===== src/rtl/accum_pkg.sv =====
package accum_pkg;

    typedef enum logic [1:0] {
        OP_HOLD = 2'b00,
        OP_INC  = 2'b01,
        OP_ADD  = 2'b10,
        OP_AND  = 2'b11
    } acc_op_e;

endpackage


===== src/rtl/accum_tick_gen.sv =====
module accum_tick_gen #(
    parameter int TICK_DIV = 50_000_000
) (
    input  logic clk,
    input  logic rst_n,
    output logic tick_o
);
    localparam int CNT_W = (TICK_DIV > 1) ? $clog2(TICK_DIV) : 1;
    localparam logic [CNT_W-1:0] LAST = CNT_W'(TICK_DIV - 1);

    typedef struct packed {
        logic [CNT_W-1:0] cnt;
    } tick_state_t;

    tick_state_t st_d, st_q;

    always_comb begin
        st_d = st_q;
        if (st_q.cnt == LAST) begin
            st_d.cnt = '0;
        end else begin
            st_d.cnt = st_q.cnt + 1'b1;
        end
    end

    always_ff @(posedge clk or negedge rst_n) begin
        if (!rst_n) begin
            st_q <= '0;
        end else begin
            st_q <= st_d;
        end
    end

    assign tick_o = (st_q.cnt == LAST);
endmodule


===== src/rtl/accum_alu.sv =====
module accum_alu
    import accum_pkg::*;
#(
    parameter int DATA_W = 4
) (
    input  logic [DATA_W-1:0] a_i,
    input  logic [DATA_W-1:0] b_i,
    input  acc_op_e           op_i,
    output logic [DATA_W-1:0] y_o
);
    always_comb begin
        unique case (op_i)
            OP_HOLD: y_o = a_i;
            OP_INC:  y_o = a_i + DATA_W'(1);
            OP_ADD:  y_o = a_i + b_i;
            OP_AND:  y_o = a_i & b_i;
            default: y_o = a_i;
        endcase
    end
endmodule


===== src/rtl/accum_hex7.sv =====
module accum_hex7 (
    input  logic [3:0] nib_i,
    output logic [6:0] seg_n_o
);
    logic [6:0] lit;

    always_comb begin
        unique case (nib_i)
            4'h0: lit = 7'b1111110;
            4'h1: lit = 7'b0110000;
            4'h2: lit = 7'b1101101;
            4'h3: lit = 7'b1111001;
            4'h4: lit = 7'b0110011;
            4'h5: lit = 7'b1011011;
            4'h6: lit = 7'b1011111;
            4'h7: lit = 7'b1110000;
            4'h8: lit = 7'b1111111;
            4'h9: lit = 7'b1111011;
            4'hA: lit = 7'b1110111;
            4'hB: lit = 7'b0011111;
            4'hC: lit = 7'b1001110;
            4'hD: lit = 7'b0111101;
            4'hE: lit = 7'b1001111;
            default: lit = 7'b1000111;
        endcase
    end

    assign seg_n_o = ~lit;
endmodule


===== src/rtl/accum_dp_top.sv =====
module accum_dp_top
    import accum_pkg::*;
#(
    parameter int DATA_W   = 4,
    parameter int TICK_DIV = 50_000_000
) (
    input  logic              clk,
    input  logic              rst_n,
    input  logic [DATA_W-1:0] operand_b,
    input  logic [1:0]        opcode,
    output logic [DATA_W-1:0] acc_value,
    output logic [6:0]        seg_n
);
    typedef struct packed {
        logic [DATA_W-1:0] acc;
    } acc_state_t;

    acc_state_t        st_d, st_q;
    logic              tick_w;
    logic [DATA_W-1:0] alu_y;

    accum_tick_gen #(.TICK_DIV(TICK_DIV)) u_tick (
        .clk    (clk),
        .rst_n  (rst_n),
        .tick_o (tick_w)
    );

    accum_alu #(.DATA_W(DATA_W)) u_alu (
        .a_i  (st_q.acc),
        .b_i  (operand_b),
        .op_i (acc_op_e'(opcode)),
        .y_o  (alu_y)
    );

    always_comb begin
        st_d = st_q;
        if (tick_w) begin
            st_d.acc = alu_y;
        end
    end

    always_ff @(posedge clk or negedge rst_n) begin
        if (!rst_n) begin
            st_q <= '0;
        end else begin
            st_q <= st_d;
        end
    end

    assign acc_value = st_q.acc;

    accum_hex7 u_hex (
        .nib_i   (st_q.acc[3:0]),
        .seg_n_o (seg_n)
    );
endmodule


===== config.mk =====
export PLATFORM = sky130hd
export DESIGN_NAME = accum_dp_top
export DESIGN_NICKNAME = d
export VERILOG_FILES = /design/src/rtl/accum_pkg.sv /design/src/rtl/accum_tick_gen.sv /design/src/rtl/accum_alu.sv /design/src/rtl/accum_hex7.sv /design/src/rtl/accum_dp_top.sv
export SDC_FILE = /design/constraint.sdc
export NUM_CORES = 1
export LEC_CHECK = 0
export BUFFER_PORTS_ARGS = -buffer_cell sky130_fd_sc_hd__buf_4
export CAP_MARGIN = 20
export CORE_MARGIN = 2
export CORE_UTILIZATION = 59
export DETAILED_ROUTE_END_ITERATION = 16
export GPL_TIMING_DRIVEN = 1
export PLACE_DENSITY_LB_ADDON = 0.2
export RECOVER_POWER = 50
export SLEW_MARGIN = 20
export SYNTH_ARGS = -nofsm -noshare
export SYNTH_HDL_FRONTEND = slang
export SYNTH_SLANG_ARGS = --single-unit

===== constraint.sdc =====
create_clock -name clk -period 2.5 [get_ports clk]
set_clock_uncertainty 0.05 [all_clocks]
set_input_delay 0.5 -clock clk [delete_from_list [all_inputs] [get_ports clk]]
set_output_delay 0.5 -clock clk [all_outputs]
set_load 0.03 [all_outputs]

==> reports/qor.csv <==
metric,value,unit
grt_pass1_wl,6.66,mm
rr_worst_depth,6,
gp_congestion,0.889,
syn-instance-count,211,
numPortBuffers,18,
hold_depth,2,
grt_max_degree,31,
drive_above_1_share,0.182,
fin_crit,2380,ps
synth.area.top_cells,"dfrtp_1 38%, xor2_1 7.1%, nor2_1 6.1%",
hpwl,3.03,mm
die_area,3830,µm²
synth_top_family_by_area,simple AND/OR/NAND/NOR gates,
clock_latency,330,ps
viasPerCell,5.66,
synthAdderAreaFrac,0.0672,
synth_top_area_share,0.380,
muxShareOfSynthArea,0.0266,
p_per_area,399,nW/µm²
grt_antenna_before_repair,0,
end_kind,primary output,
core,3280,µm²
yosys_warnings,0,
final_core_util,0.688,
synth_fp_nets,229,
reg2reg_to,acc_value[3],
drtAntennaViolNets,0,
tightest_slew,1500,ps
cp-start-kind,register,
yosys.area_share.simple,0.314,
finalHoldViolCount,0,
cts_tree,done,
setup_viol,0,
cts-hold-fix-buffers,0,
dieWidth,61.9,µm
power,0.000902,W
drc,0,
routedWlPerCell,14.3,µm
synth_ff_type,dfrtp_1,
vias,1597,
fin_tns_setup,0,ps
crit_fanout,5,
num_io_pins,19,
rsz0062_at_grt,no,
syn-mean-instance-area,9.36,µm²
cts-htree-levels,2,
grt_pass1_vias,1473,
die-height,61.9,µm
final_nets,253,
relSlewSlack,-0.00180,
area_growth_syn_to_layout,14.4,%
cts_root_buf,clkbuf_4,
r2r-start,u_tick.st_q[0],
synth-xor-area-share,0.115,
synth_edf_count,0,
maxCapViolations,1,
clk_pin_slew,90,ps
slew_viol_final,30,
fin_crit_sh,0.954,
hp-class,input pin to register,
rows,21,
netlist_area,1970,µm²
clockBufferDepth,2,
synth-async-reset-ratio,1.00,
leakage,1.04,nW
path_class,register to primary output,
holdPathEnd,acc_value[3],
fmax,0.419,GHz
overflow,0,
ys_ff_latch,30,
outcome,"complete, but fails checks",
worst_hold_startpoint,opcode[0],
cts_sinks,30,
numCtsBuffers,5,
ys_types,48,
synth_compound_area_frac,0.0678,
reg2reg_slack,440,ps
cp_data_arrival_time,1830,ps
start_util,0.601,
dr.first_iter.drc_count,90,
synth_top_area_cell,dfrtp_1,
cp.required,1950,ps
drt-pass1-iter-count,4,
violations,"max-capacitance violations, max-slew violations",
peakVddDrop,262,µV
grt_use_total,0.240,
n_antenna_cell,0,
drt-total-wl,4.02,mm
ys_seq_area_frac,0.380,
-- per-layer routing --
layer	up-vias	wire, µm	part of all wire	global-route usage
met1	765	1830	0.46	0.330
met2	33	1940	0.48	0.370
li1	791	-	-	-
met5	-	0	0	0
met3	8	179	0.045	0.0559
met4	0	67	0.017	0.0942
-- through the flow --
stage               worst slack (ps)  area, µm²  hold WS (ps)  std cells
finish                           115       2260           380        282
global route                    32.7       2260           380        282
CTS                             69.1       2260          27.6        282
detailed placement              61.4       2170           393        273
global placement                 130       2170           390        273
floorplan                       34.6       1970           154        211
-- where the power goes --
group	leakage (nW)	switching [W]	internal [W]
Combinational	0.607	0.0000230	0.0000133
Sequential	0.398	0.0000000000000763	0.000485
Clock	0.0395	0.000169	0.000212
-- registers in the layout, indices dropped and copies added, names as in the netlist --
register     cells
u_tick.st_q     26
acc_value        4
-- worst max path at each step --
stage | from | to | slack [ps] | cells past startpoint
6_report | acc_value[1] | seg_n[6] | 120 | 6
5_1_grt | acc_value[0] | seg_n[3] | 30 | 5
4_1_cts | acc_value[1] | seg_n[6] | 70 | 6
3_5_place_dp | opcode[1] | acc_value[3] | 60 | 10
3_3_place_gp | opcode[1] | acc_value[3] | 130 | 10
2_1_floorplan | acc_value[1] | seg_n[2] | 30 | 4
-- cell usage in the layout (no fill, tap or decap), types with 2 or more instances in the layout --
master / instances
clkbuf_1: 3
o21ai_0: 4
xnor2_1: 10
and4_1: 3
a31oi_1: 2
mux2i_1: 3
nor4_4: 2
nor2b_1: 4
and2_1: 3
nor3_1: 2
buf_4: 22
ha_1: 8
nand3_1: 18
dfrtp_1: 29
xor2_1: 16
o211ai_1: 3
nor4_1: 3
nand2_1: 18
a41oi_1: 2
a22o_1: 2
inv_1: 8
clkbuf_4: 5
nand4_1: 6
nor2_1: 32
-- Yosys cell counts (4+ instances only) --
| master | n |
|---|---|
| nor2_1 | 32 |
| nor2b_1 | 4 |
| xnor2_1 | 10 |
| ha_1 | 9 |
| nand2_1 | 18 |
| o21ai_0 | 4 |
| nand3_1 | 18 |
| clkbuf_1 | 5 |
| dfrtp_1 | 30 |
| nand4_1 | 6 |
| xor2_1 | 16 |
| inv_1 | 9 |
-- worst max-delay path, cell delays in order (launching register included) --
cell and delay, ps:
dfrtp_2 430, inv_2 130, ha_4 160, nor2_1 60
or3b_2 460, o21ai_0 80, buf_4 180
-- repair_timing --
action	4_1_cts	5_1_grt
endpoints found under the setup margin	2	1
resized for setup	3	1
setup buffers	1	0
-- final cells by class --
cell class              count  area [µm²]
multi-input cells         166        1170
fillers                   268        1020
flip-flops and latches     30         752
repair buffers             23         169
well taps                  46        57.6
clock buffers               7        45.0
inverters                   9        33.8
clock inverters             1        30.0
-- cells by family after synthesis --
| group | Yosys count |
|---|---|
| AO/OA/AOI/OAI | 19 |
| XOR/XNOR | 26 |
| adder cells (fa/ha/maj) | 10 |
| buffers and inverters | 15 |
| flip-flops | 30 |
| multiplexers | 4 |
| AND/OR/NAND/NOR | 107 |
Note: power is estimated with default switching activity, not from simulation.
